### config.mk
export PLATFORM = sky130hd
export DESIGN_NAME = kbc_regfront
export DESIGN_NICKNAME = d
export VERILOG_FILES = /design/src/rtl/kbc_pkg.sv /design/src/rtl/kbc_bus_if.sv /design/src/rtl/kbc_scan_buf.sv /design/src/rtl/kbc_cmd_fsm.sv /design/src/rtl/kbc_regfront.sv
export SDC_FILE = /design/constraint.sdc
export NUM_CORES = 1
export LEC_CHECK = 0
export BUFFER_PORTS_ARGS = -buffer_cell sky130_fd_sc_hd__buf_2
export CORE_MARGIN = 2
export CORE_UTILIZATION = 40
export CTS_CLUSTER_SIZE = 16
export DETAILED_ROUTE_END_ITERATION = 10
export GPL_TIMING_DRIVEN = 0
export PLACE_DENSITY = 0.65
export SLEW_MARGIN = 10
export SYNTH_ARGS = -nofsm -noshare
export SYNTH_HDL_FRONTEND = slang
export SYNTH_SLANG_ARGS = --single-unit
### constraint.sdc
create_clock -name clk -period 2.15 [get_ports clk]
set_clock_uncertainty 0.05 [all_clocks]
set_input_delay 0.1075 -clock clk [delete_from_list [all_inputs] [get_ports clk]]
set_output_delay 0.1075 -clock clk [all_outputs]
set_load 0.005 [all_outputs]
### src/rtl/kbc_pkg.sv
package kbc_pkg;
    typedef enum logic [1:0] {
        CS_IDLE     = 2'd0,
        CS_LED_WAIT = 2'd1,
        CS_TEST     = 2'd2
    } cmd_state_t;

    localparam logic [7:0] CMD_SELF_TEST = 8'hAA;
    localparam logic [7:0] CMD_ENABLE    = 8'hAE;
    localparam logic [7:0] CMD_SET_LEDS  = 8'hED;
    localparam logic [7:0] TEST_OK_CODE  = 8'h55;

    localparam int SB_FULL = 0;
    localparam int SB_OVR  = 1;
    localparam int SB_EN   = 2;
    localparam int SB_BUSY = 3;
    localparam int SB_PEND = 4;
endpackage

### src/rtl/kbc_bus_if.sv
module kbc_bus_if #(
    parameter int ADDR_W   = 3,
    parameter int STAT_OFS = 0,
    parameter int DATA_OFS = 4
) (
    input  logic              bus_sel,
    input  logic              bus_wr,
    input  logic [ADDR_W-1:0] bus_addr,
    input  logic [7:0]        status_i,
    input  logic [7:0]        data_i,
    output logic              cmd_wr_o,
    output logic              data_wr_o,
    output logic              stat_rd_o,
    output logic              data_rd_o,
    output logic [7:0]        rdata_o
);
    localparam logic [ADDR_W-1:0] A_STAT = ADDR_W'(STAT_OFS);
    localparam logic [ADDR_W-1:0] A_DATA = ADDR_W'(DATA_OFS);

    logic hit_stat, hit_data;

    always_comb begin
        hit_stat  = (bus_addr == A_STAT);
        hit_data  = (bus_addr == A_DATA);
        cmd_wr_o  = bus_sel &  bus_wr & hit_stat;
        data_wr_o = bus_sel &  bus_wr & hit_data;
        stat_rd_o = bus_sel & ~bus_wr & hit_stat;
        data_rd_o = bus_sel & ~bus_wr & hit_data;
        rdata_o   = 8'h00;
        if (stat_rd_o)      rdata_o = status_i;
        else if (data_rd_o) rdata_o = data_i;
    end
endmodule

### src/rtl/kbc_scan_buf.sv
module kbc_scan_buf
    import kbc_pkg::*;
(
    input  logic       clk,
    input  logic       rst_n,
    input  logic       en_i,
    input  logic       sc_valid_i,
    input  logic [7:0] sc_byte_i,
    input  logic       rd_i,
    input  logic       srd_i,
    input  logic       load_i,
    output logic       full_o,
    output logic       ovr_o,
    output logic [7:0] data_o
);
    logic       full_q, ovr_q;
    logic [7:0] data_q;
    logic       take, lost;

    always_comb begin
        take = sc_valid_i & en_i & (~full_q | rd_i);
        lost = sc_valid_i & en_i & full_q & ~rd_i & ~load_i;
    end

    always_ff @(posedge clk) begin
        if (!rst_n) begin
            full_q <= 1'b0;
            ovr_q  <= 1'b0;
            data_q <= 8'h00;
        end else begin
            if (load_i) begin
                data_q <= TEST_OK_CODE;
                full_q <= 1'b1;
            end else if (take) begin
                data_q <= sc_byte_i;
                full_q <= 1'b1;
            end else if (rd_i) begin
                full_q <= 1'b0;
            end
            if (lost)       ovr_q <= 1'b1;
            else if (srd_i) ovr_q <= 1'b0;
        end
    end

    assign full_o = full_q;
    assign ovr_o  = ovr_q;
    assign data_o = data_q;

    a_r5_keep_byte: assert property (@(posedge clk) disable iff (!rst_n)
        (full_q && !rd_i && !load_i) |=> $stable(data_q));
    a_r5_overrun_set: assert property (@(posedge clk) disable iff (!rst_n)
        (sc_valid_i && en_i && full_q && !rd_i && !load_i) |=> (ovr_q && full_q));
    a_r4_read_clears: assert property (@(posedge clk) disable iff (!rst_n)
        (rd_i && !sc_valid_i && !load_i) |=> !full_q);
    a_r3_disabled_no_capture: assert property (@(posedge clk) disable iff (!rst_n)
        (!en_i && !load_i) |=> $stable(data_q));
endmodule

### src/rtl/kbc_cmd_fsm.sv
module kbc_cmd_fsm
    import kbc_pkg::*;
#(
    parameter int TEST_CYCLES = 16,
    parameter int LED_W       = 3
) (
    input  logic             clk,
    input  logic             rst_n,
    input  logic             cmd_wr_i,
    input  logic             data_wr_i,
    input  logic [7:0]       wdata_i,
    output logic             en_o,
    output logic [LED_W-1:0] led_o,
    output logic             busy_o,
    output logic             pend_o,
    output logic             load_o,
    output logic             pass_o
);
    localparam int CNT_W = $clog2(TEST_CYCLES + 1);
    localparam logic [CNT_W-1:0] CNT_START = CNT_W'(TEST_CYCLES - 1);

    cmd_state_t       state_q, state_d;
    logic [CNT_W-1:0] cnt_q;
    logic             en_q, pass_q;
    logic [LED_W-1:0] led_q;
    logic             accept_cmd;

    function automatic cmd_state_t decode(input logic [7:0] code);
        if (code == CMD_SELF_TEST)     return CS_TEST;
        else if (code == CMD_SET_LEDS) return CS_LED_WAIT;
        else                           return CS_IDLE;
    endfunction

    always_comb begin
        state_d    = state_q;
        load_o     = 1'b0;
        accept_cmd = cmd_wr_i & (state_q != CS_TEST);
        unique case (state_q)
            CS_IDLE: begin
                if (cmd_wr_i) state_d = decode(wdata_i);
            end
            CS_LED_WAIT: begin
                if (cmd_wr_i)       state_d = decode(wdata_i);
                else if (data_wr_i) state_d = CS_IDLE;
            end
            CS_TEST: begin
                if (cnt_q == '0) begin
                    state_d = CS_IDLE;
                    load_o  = 1'b1;
                end
            end
            default: state_d = CS_IDLE;
        endcase
    end

    always_ff @(posedge clk) begin
        if (!rst_n) state_q <= CS_IDLE;
        else        state_q <= state_d;
    end

    always_ff @(posedge clk) begin
        if (!rst_n) begin
            en_q   <= 1'b0;
            led_q  <= '0;
            cnt_q  <= '0;
            pass_q <= 1'b0;
        end else begin
            if (accept_cmd && wdata_i == CMD_ENABLE) en_q <= 1'b1;
            if (state_q == CS_LED_WAIT && !cmd_wr_i && data_wr_i)
                led_q <= wdata_i[LED_W-1:0];
            if (accept_cmd && wdata_i == CMD_SELF_TEST) begin
                cnt_q  <= CNT_START;
                pass_q <= 1'b0;
            end else if (state_q == CS_TEST && cnt_q != '0) begin
                cnt_q <= cnt_q - 1'b1;
            end
            if (load_o) pass_q <= 1'b1;
        end
    end

    assign en_o   = en_q;
    assign led_o  = led_q;
    assign pass_o = pass_q;
    assign busy_o = (state_q == CS_TEST);
    assign pend_o = (state_q == CS_LED_WAIT);

    a_r6_led_hold: assert property (@(posedge clk) disable iff (!rst_n)
        !(state_q == CS_LED_WAIT && data_wr_i) |=> $stable(led_q));
    a_r3_enable_sticky: assert property (@(posedge clk) disable iff (!rst_n)
        en_q |=> en_q);
    a_r8_test_ends: assert property (@(posedge clk) disable iff (!rst_n)
        (state_q == CS_TEST && cnt_q == '0) |=> (state_q == CS_IDLE && pass_q));
    a_r8_busy_holds: assert property (@(posedge clk) disable iff (!rst_n)
        (state_q == CS_TEST && cnt_q != '0) |=> (state_q == CS_TEST && !pass_q));
endmodule

### src/rtl/kbc_regfront.sv
module kbc_regfront
    import kbc_pkg::*;
#(
    parameter int ADDR_W      = 3,
    parameter int STAT_OFS    = 0,
    parameter int DATA_OFS    = 4,
    parameter int LED_W       = 3,
    parameter int TEST_CYCLES = 16
) (
    input  logic              clk,
    input  logic              rst_n,
    input  logic              bus_sel,
    input  logic              bus_wr,
    input  logic [ADDR_W-1:0] bus_addr,
    input  logic [7:0]        bus_wdata,
    output logic [7:0]        bus_rdata,
    input  logic              sc_valid,
    input  logic [7:0]        sc_byte,
    output logic [LED_W-1:0]  led,
    output logic              test_pass
);
    logic       cmd_wr, data_wr, stat_rd, data_rd;
    logic       kbd_en, busy, pend, load;
    logic       full, ovr;
    logic [7:0] data_byte, status;

    always_comb begin
        status          = 8'h00;
        status[SB_FULL] = full;
        status[SB_OVR]  = ovr;
        status[SB_EN]   = kbd_en;
        status[SB_BUSY] = busy;
        status[SB_PEND] = pend;
    end

    kbc_bus_if #(.ADDR_W(ADDR_W), .STAT_OFS(STAT_OFS), .DATA_OFS(DATA_OFS)) u_bus (
        .bus_sel(bus_sel), .bus_wr(bus_wr), .bus_addr(bus_addr),
        .status_i(status), .data_i(data_byte),
        .cmd_wr_o(cmd_wr), .data_wr_o(data_wr),
        .stat_rd_o(stat_rd), .data_rd_o(data_rd),
        .rdata_o(bus_rdata)
    );

    kbc_cmd_fsm #(.TEST_CYCLES(TEST_CYCLES), .LED_W(LED_W)) u_fsm (
        .clk(clk), .rst_n(rst_n),
        .cmd_wr_i(cmd_wr), .data_wr_i(data_wr), .wdata_i(bus_wdata),
        .en_o(kbd_en), .led_o(led), .busy_o(busy), .pend_o(pend),
        .load_o(load), .pass_o(test_pass)
    );

    kbc_scan_buf u_buf (
        .clk(clk), .rst_n(rst_n),
        .en_i(kbd_en), .sc_valid_i(sc_valid), .sc_byte_i(sc_byte),
        .rd_i(data_rd), .srd_i(stat_rd), .load_i(load),
        .full_o(full), .ovr_o(ovr), .data_o(data_byte)
    );

    a_r9_unknown_cmd_inert: assert property (@(posedge clk) disable iff (!rst_n)
        (cmd_wr && !pend && !busy && bus_wdata != CMD_SELF_TEST &&
         bus_wdata != CMD_ENABLE && bus_wdata != CMD_SET_LEDS)
        |=> (!busy && !pend && $stable(kbd_en) && $stable(led)));
endmodule

==> summary.txt, run 1 <==
run status -> finished clean
critical path launch point -> u_fsm.cnt_q[0]
Reg clk slew, reported paths -> 0.12 ns
TritonCTS clock tree -> done
cell count after synthesis -> 120
#FFs+latches synth -> 22
clock sinks -> 22
most frequent cells after synthesis -> 22 x dfxtp_1, 11 x mux2i_1, 10 x a21boi_0
dpl cells -> 185
GP Congestion -> 0.7249
die width -> 57.21 µm
vias in the first global route -> 1027
Startpoint Class -> flop
row cnt -> 19
Synth Warn # -> 0
die height -> 57.21 µm
WS Path Type -> reg2reg
# fillers -> 264
actual slew at the worst max-slew pin -> 0.6732 ns
total gr overflow -> 0
Cell Area, Placed -> 1341 µm²
final worst-path cycle share -> 81.75%
Rel. slew slack -> 54.49%
initial DRC count -> 17
Post-CTS Setup Bufs -> 0
Critical-path top delay cell -> or4b_2
top-count cell post-synth -> dfxtp_1
Leak Pwr -> 0.0005606 µW
critical path fanouts, max -> 3
FF-to-FF Start -> u_fsm.cnt_q[0]
kind of end point of the critical path -> flop
Final setup violation count -> 0
Max Clk Rate -> 0.5689 GHz
first-pass GRT wire length -> 4485 µm
port bufs -> 34
non-filler cells, final -> 191
minimum hold slack -> 0.008168 ns
CP top delay family -> simple AND/OR/NAND/NOR gates
die area -> 3272 µm²
Root Buffer -> clkbuf_4
worst-skew pair later-pin latency -> 0.30 ns
max-slew violation count -> 0
crit-path cells -> inv_1 -> ha_1 -> or4b_2 -> nand3_1 -> xor2_1 -> a21boi_0
largest net degree at the start of global routing -> 12
Ports -> 36
diode count -> 0
Max Root-Sink Buffers -> 2
post-DR wirelength/cell -> 13.19 µm
crit-path max cell delay -> 0.65 ns
RR Endpoint -> u_fsm.cnt_q[3]
final hold violations -> 0
remaining antenna violation count after routing -> 0
syn_area_per_cell -> 9.436 µm²
number of H-tree levels -> 1
drt pass-1 iters -> 4
MaxCap Viol Count -> 0
CTS Buf Count -> 3
crit path time final -> 1.758 ns
IR drop worst, VDD -> 0.0002903 V
post-synthesis cell type count -> 41
Design Area, Final -> 1394 µm²
GRT Overall Usage -> 17.17%
largest area contributor in the netlist -> dfxtp_1
Async SR Flop Fraction -> 0%
Post-DP HPWL -> 2000 µm
initial antenna violation count -> 0
CP required -> 2.30 ns
syn_nets -> 145
post-CTS sizing -> 0
Cell Pwr Density -> 462.7 nW/µm²
Initial Utilization -> 41.42%
WL final -> 2519 µm
vias per cell -> 5.387
cell count of the worst reg-to-reg path -> 6
DRC -> 0
Power, Total -> 645.0 µW
Setup TNS -> 0 ns
unrepaired setup endpoints after global routing -> false
Synth Cell Area -> 1132 µm²
Worst Hold Class -> in2reg
Worst Path Arrival -> 1.91 ns
core area -> 2734 µm²
Crit path depth -> 6
CP bufs+invs -> 1
synthesis-to-layout area growth -> 23.09%
Post-synth EDFFs -> 0
vias post-DR -> 1029
layout cells sized above 1 -> 28.75%
Reg2Reg Setup Slack -> 0.39 ns
share of the synthesized area in the top cell type -> 38.90%
sequential element share of the synthesized area -> 38.90%
Worst setup endpoint -> u_fsm.cnt_q[3]
Top FF cell, synth -> dfxtp_1
layout net count -> 187
Synth area leaders -> dfxtp_1 39%, mux2i_1 9.7%, a21boi_0 6.6%
[stage by stage]
step	setup WS [ns]	util, %
6_report	0.3923	50.98
4_1_cts	0.4000	50.98
2_1_floorplan	0.5318	-
3_5_place_dp	0.3995	49.06
5_1_grt	0.2791	50.98
3_3_place_gp	0.4141	49.06
[power by group]
| part | internal [µW] | total, µW | switching [µW] |
|---|---|---|---|
| clock | 65.3 | 185 | 120 |
| combinational | 28.1 | 52.3 | 24.2 |
| sequential | 407 | 408 | 0.0434 |
| total | 501 | 645 | 144 |
[worst reg2reg max path: stages (launching register included)]
cell and delay, ns:
dfxtp_1 0.35, inv_1 0.06, ha_1 0.17, or4b_2 0.65, nand3_1 0.14, xor2_1 0.15, a21boi_0 0.09
[worst min path at each step]
stage	start	to	cells after the start
4_1_cts	sc_byte[3]	u_buf.data_o[3]	3
2_1_floorplan	sc_byte[5]	u_buf.data_o[5]	2
3_3_place_gp	sc_byte[5]	u_buf.data_o[5]	3
5_1_grt	sc_byte[3]	u_buf.data_o[3]	3
3_5_place_dp	sc_byte[1]	u_buf.data_o[1]	3
6_report	sc_byte[3]	u_buf.data_o[3]	3
[registers in the layout, indices dropped and copies added, names as in the netlist]
signal,count
u_fsm.state_q,2
u_fsm.pass_o,1
u_fsm.en_o,1
u_fsm.led_o,3
u_buf.data_o,8
u_buf.ovr_o,1
u_buf.full_o,1
u_fsm.cnt_q,5
[area by class of cell]
cell class	count	area [µm²]	share of cell area, %
buffer	5	26.28	1.885
clock buffer	3	22.52	1.616
inverter	3	11.26	0.8079
multi-input combinational	90	654.4	46.95
sequential	22	440.4	31.60
tap	31	38.79	2.783
timing repair buffer	37	200.2	14.36
[cell usage in the layout (no fill, tap or decap), types with 2 or more instances in the layout]
cell type,synthesis,final
a21boi_0,10,10
nor2_1,9,9
and3_1,4,4
buf_2,0,34
mux2i_1,11,11
nand2_1,5,5
clkbuf_1,3,3
nand3_1,3,3
nor4b_1,2,2
dlygate4sd3_1,0,3
inv_1,3,3
clkbuf_4,1,4
o21a_1,3,3
a22o_1,5,5
nor3_1,5,5
dfxtp_1,22,22
or3_4,2,2
a21oi_1,2,2
o21ai_0,2,2
nor2b_1,5,5
[cell families (layout without fill, tap and decap cells)]
| kind of cell | count (synthesis) | after routing | synth area share [%] |
|---|---|---|---|
| muxes | 11 | 11 | 9.724 |
| xor gates and xnor gates | 2 | 2 | 1.547 |
| DFF | 22 | 22 | 38.89 |
| AOI/OAI and AO/OA | 27 | 27 | 18.12 |
| buffers and inverters | 8 | 48 | 3.315 |
| and+or+nand+nor | 49 | 49 | 27.29 |
| adders and majority gates | 1 | 1 | 1.105 |
[metal layers]
metal	part of all wire [%]	global-route usage, %	vias up
li1	-	-	530
met1	47	21.77	470
met2	48	29.56	27
met3	4.9	2.268	2
met4	0.67	6.645	0
met5	0	0	-
[what timing repair did]
action | CTS | global route
endpoints found under the hold margin | 3 | 0
endpoints found under the setup margin | 0 | 0
hold buffers | 3 | 0
(Power assumes the default switching activity.)
==> inputs of run 2 (changes only) <==
--- a/config.mk
+++ b/config.mk
@@ -5,13 +5,14 @@
 export SDC_FILE = /design/constraint.sdc
 export NUM_CORES = 1
 export LEC_CHECK = 0
+export ABC_AREA = 1
 export BUFFER_PORTS_ARGS = -buffer_cell sky130_fd_sc_hd__buf_2
 export CORE_MARGIN = 2
 export CORE_UTILIZATION = 40
 export CTS_CLUSTER_SIZE = 16
 export DETAILED_ROUTE_END_ITERATION = 10
 export GPL_TIMING_DRIVEN = 0
-export PLACE_DENSITY = 0.65
+export PLACE_DENSITY = 0.67
 export SLEW_MARGIN = 10
 export SYNTH_ARGS = -nofsm -noshare
 export SYNTH_HDL_FRONTEND = slang
==> constraint.sdc (replaced) <==
create_clock -name clk -period 1.4 [get_ports clk]
set_clock_uncertainty 0.05 [all_clocks]
set_input_delay 0.07 -clock clk [delete_from_list [all_inputs] [get_ports clk]]
set_output_delay 0.07 -clock clk [all_outputs]
set_load 0.005 [all_outputs]
==> summary.txt, run 2 <==
run status -> complete, but fails checks
failing checks -> DRC
top-count cell post-synth -> inv_1
Cell Pwr Density -> 831.0 nW/µm²
largest net degree at the start of global routing -> 13
largest area contributor in the netlist -> dfxtp_1
Reg clk slew, reported paths -> 0.13 ns
FF-to-FF Start -> u_fsm.cnt_q[1]
Synth Warn # -> 0
final worst-path cycle share -> 92.96%
row cnt -> 19
crit-path most repeated cell -> inv_2
most frequent cells after synthesis -> 34 x inv_1, 33 x nor2_1, 29 x nand2_1
Rel. slew slack -> 80.38%
HP Start -> bus_wdata[0]
vias post-DR -> 1261
vias in the first global route -> 1120
Power, Total -> 1347 µW
total gr overflow -> 0
Cell Area, Placed -> 1411 µm²
Initial Utilization -> 42.69%
Design Area, Final -> 1620 µm²
die height -> 58.71 µm
synthesis-to-layout area growth -> 35.32%
IR drop worst, VDD -> 0.0004422 V
first-pass GRT wire length -> 4698 µm
Max Root-Sink Buffers -> 2
kind of end point of the critical path -> output port
Root Buffer -> clkbuf_4
diode count -> 0
initial DRC count -> 47
max-slew violation count -> 0
layout net count -> 262
crit-path max cell delay -> 0.39 ns
clock sinks -> 22
Post-DP HPWL -> 2029 µm
CTS Buf Count -> 3
vias per cell -> 4.723
cell count after synthesis -> 183
crit-path cells -> inv_2 -> nor2_4 -> inv_2 -> o21ai_0 -> buf_2
initial antenna violation count -> 0
met2 global-route usage -> 31.62%
commonest non-fill, non-tap cell in the layout -> buf_2
actual slew at the worst max-slew pin -> 0.2921 ns
post-DR wirelength/cell -> 10.63 µm
post-synthesis cell type count -> 21
GRT Overall Usage -> 17.67%
DRC -> 2
RR Endpoint -> u_buf.data_o[0]
CP required -> 1.28 ns
WL final -> 2838 µm
Setup TNS -> 0 ns
GR Util met1 -> 22.05%
sequential element share of the synthesized area -> 36.78%
share of the synthesized area in the top cell type -> 36.78%
Hold Path Stages -> 3
GP Congestion -> 0.8025
worst-skew pair later-pin latency -> 0.31 ns
die width -> 58.71 µm
non-filler cells, final -> 267
pre-CTS setup slack -> -0.02752 ns
core area -> 2805 µm²
Leak Pwr -> 0.0008197 µW
hold path endpoint -> u_fsm.led_o[0]
layout cells sized above 1 -> 29.66%
syn_area_per_cell -> 6.543 µm²
Synth area leaders -> dfxtp_1 37%, inv_1 11%, nor2_1 10%
Async SR Flop Fraction -> 0%
syn_nets -> 208
commonest non-fill, non-tap cells in the layout -> 36 x buf_2, 32 x inv_1, 30 x nor2_1
number of H-tree levels -> 1
M3 GR Usage -> 2.637%
Post-synth EDFFs -> 0
fin worst setup slack -> 0.09859 ns
MaxCap Viol Count -> 0
Final setup violation count -> 0
cell count of the worst reg-to-reg path -> 8
Worst Path Arrival -> 1.18 ns
Max Clk Rate -> 0.7684 GHz
final hold violations -> 0
critical path fanouts, max -> 4
Ports -> 36
TritonCTS clock tree -> done
port bufs -> 35
GR peak layer -> met2
max FFs per register -> 8
remaining antenna violation count after routing -> 0
Top FF cell, synth -> dfxtp_1
Reg2Reg Setup Slack -> 0.12 ns
crit path time final -> 1.301 ns
WS Path Type -> reg2out
Critical-path top delay cell -> dfxtp_2
dpl cells -> 249
drt pass-1 iters -> 7
Startpoint Class -> flop
Worst Hold Class -> in2reg
die area -> 3447 µm²
Synth Cell Area -> 1197 µm²
#FFs+latches synth -> 22
run 2: changes by cell type in the layout (fill, tap and decap cells not counted), sizes merged, moves of 6 or more:
cell / previous run / this run
nand3: 3 / 21
mux2i: 11 / 0
a21oi: 2 / 8
a21boi: 10 / 0
o21ai: 2 / 10
dlygate4sd3: 3 / 10
nand2: 5 / 32
inv: 3 / 39
nor2: 9 / 37
run 2: logic make-up after synthesis:
| group | count (synthesis) | share of synthesized area, % |
|---|---|---|
| flip-flops | 22 | 36.78 |
| AO/OA/AOI/OAI | 21 | 9.091 |
| AND/OR/NAND/NOR | 99 | 40.44 |
| adder cells (fa/ha/maj) | 1 | 1.045 |
| buffers and inverters | 40 | 12.64 |
run 2: metal layers:
layer	vias to the layer above	wire length [µm]	part of all wire [%]
li1	683	-	-
met1	553	1309	46
met2	21	1416	50
met3	4	83	2.9
met4	0	29	1.0
met5	-	0	0
run 2: worst max path at each step:
stage | from | to | slack (ns) | cells after the start
2_1_floorplan | u_fsm.cnt_q[0] | u_fsm.state_q[0] | 0.12 | 7
3_3_place_gp | u_fsm.cnt_q[0] | u_buf.data_o[1] | -0.06 | 7
3_5_place_dp | u_fsm.cnt_q[0] | u_buf.data_o[1] | -0.03 | 7
4_1_cts | u_fsm.cnt_q[0] | u_buf.data_o[2] | 0.003 | 8
5_1_grt | u_fsm.cnt_q[2] | u_buf.data_o[0] | -0.005 | 7
6_report | u_fsm.state_q[1] | bus_rdata[3] | 0.1 | 5
run 2: metrics by stage:
stage / hold slack, ns / utilization (%)
2_1_floorplan: 0.1407 / -
3_3_place_gp: 0.2295 / 50.31
3_5_place_dp: 0.2385 / 50.31
4_1_cts: 0.007199 / 56.20
5_1_grt: 0.02973 / 57.76
6_report: 0.01028 / 57.76
run 2: where the power goes:
group	internal, µW	total, µW	switching (µW)
clock	159	359	200
combinational	129	301	172
sequential	664	687	22.9
total	952	1350	394
run 2: timing repair:
action / CTS / global route
buffers inserted: 2 / 2
hold endpoints to repair: 12 / 0
hold buffers: 10 / 0
cloned: 0 / 0
setup endpoints to repair: 10 / 19
resized for setup: 4 / 11
pin swaps: 1 / 4
run 2: worst max-delay path: cells and delay by family, from the launching register on:
family	cells	cell delay (ns)
buffers and inverters	3	0.26
AND/OR/NAND/NOR	1	0.11
flip-flops	1	0.39
AO/OA/AOI/OAI	1	0.12
run 2: area by class of cell:
type	instances	area, µm²
Fill cell	289	1185
Multi-Input combinational cell	121	640.6
Sequential cell	22	445.4
Timing Repair Buffer	49	305.3
Inverter	39	148.9
Tap cell	31	38.79
Clock buffer	4	36.28
Buffer	1	5.005
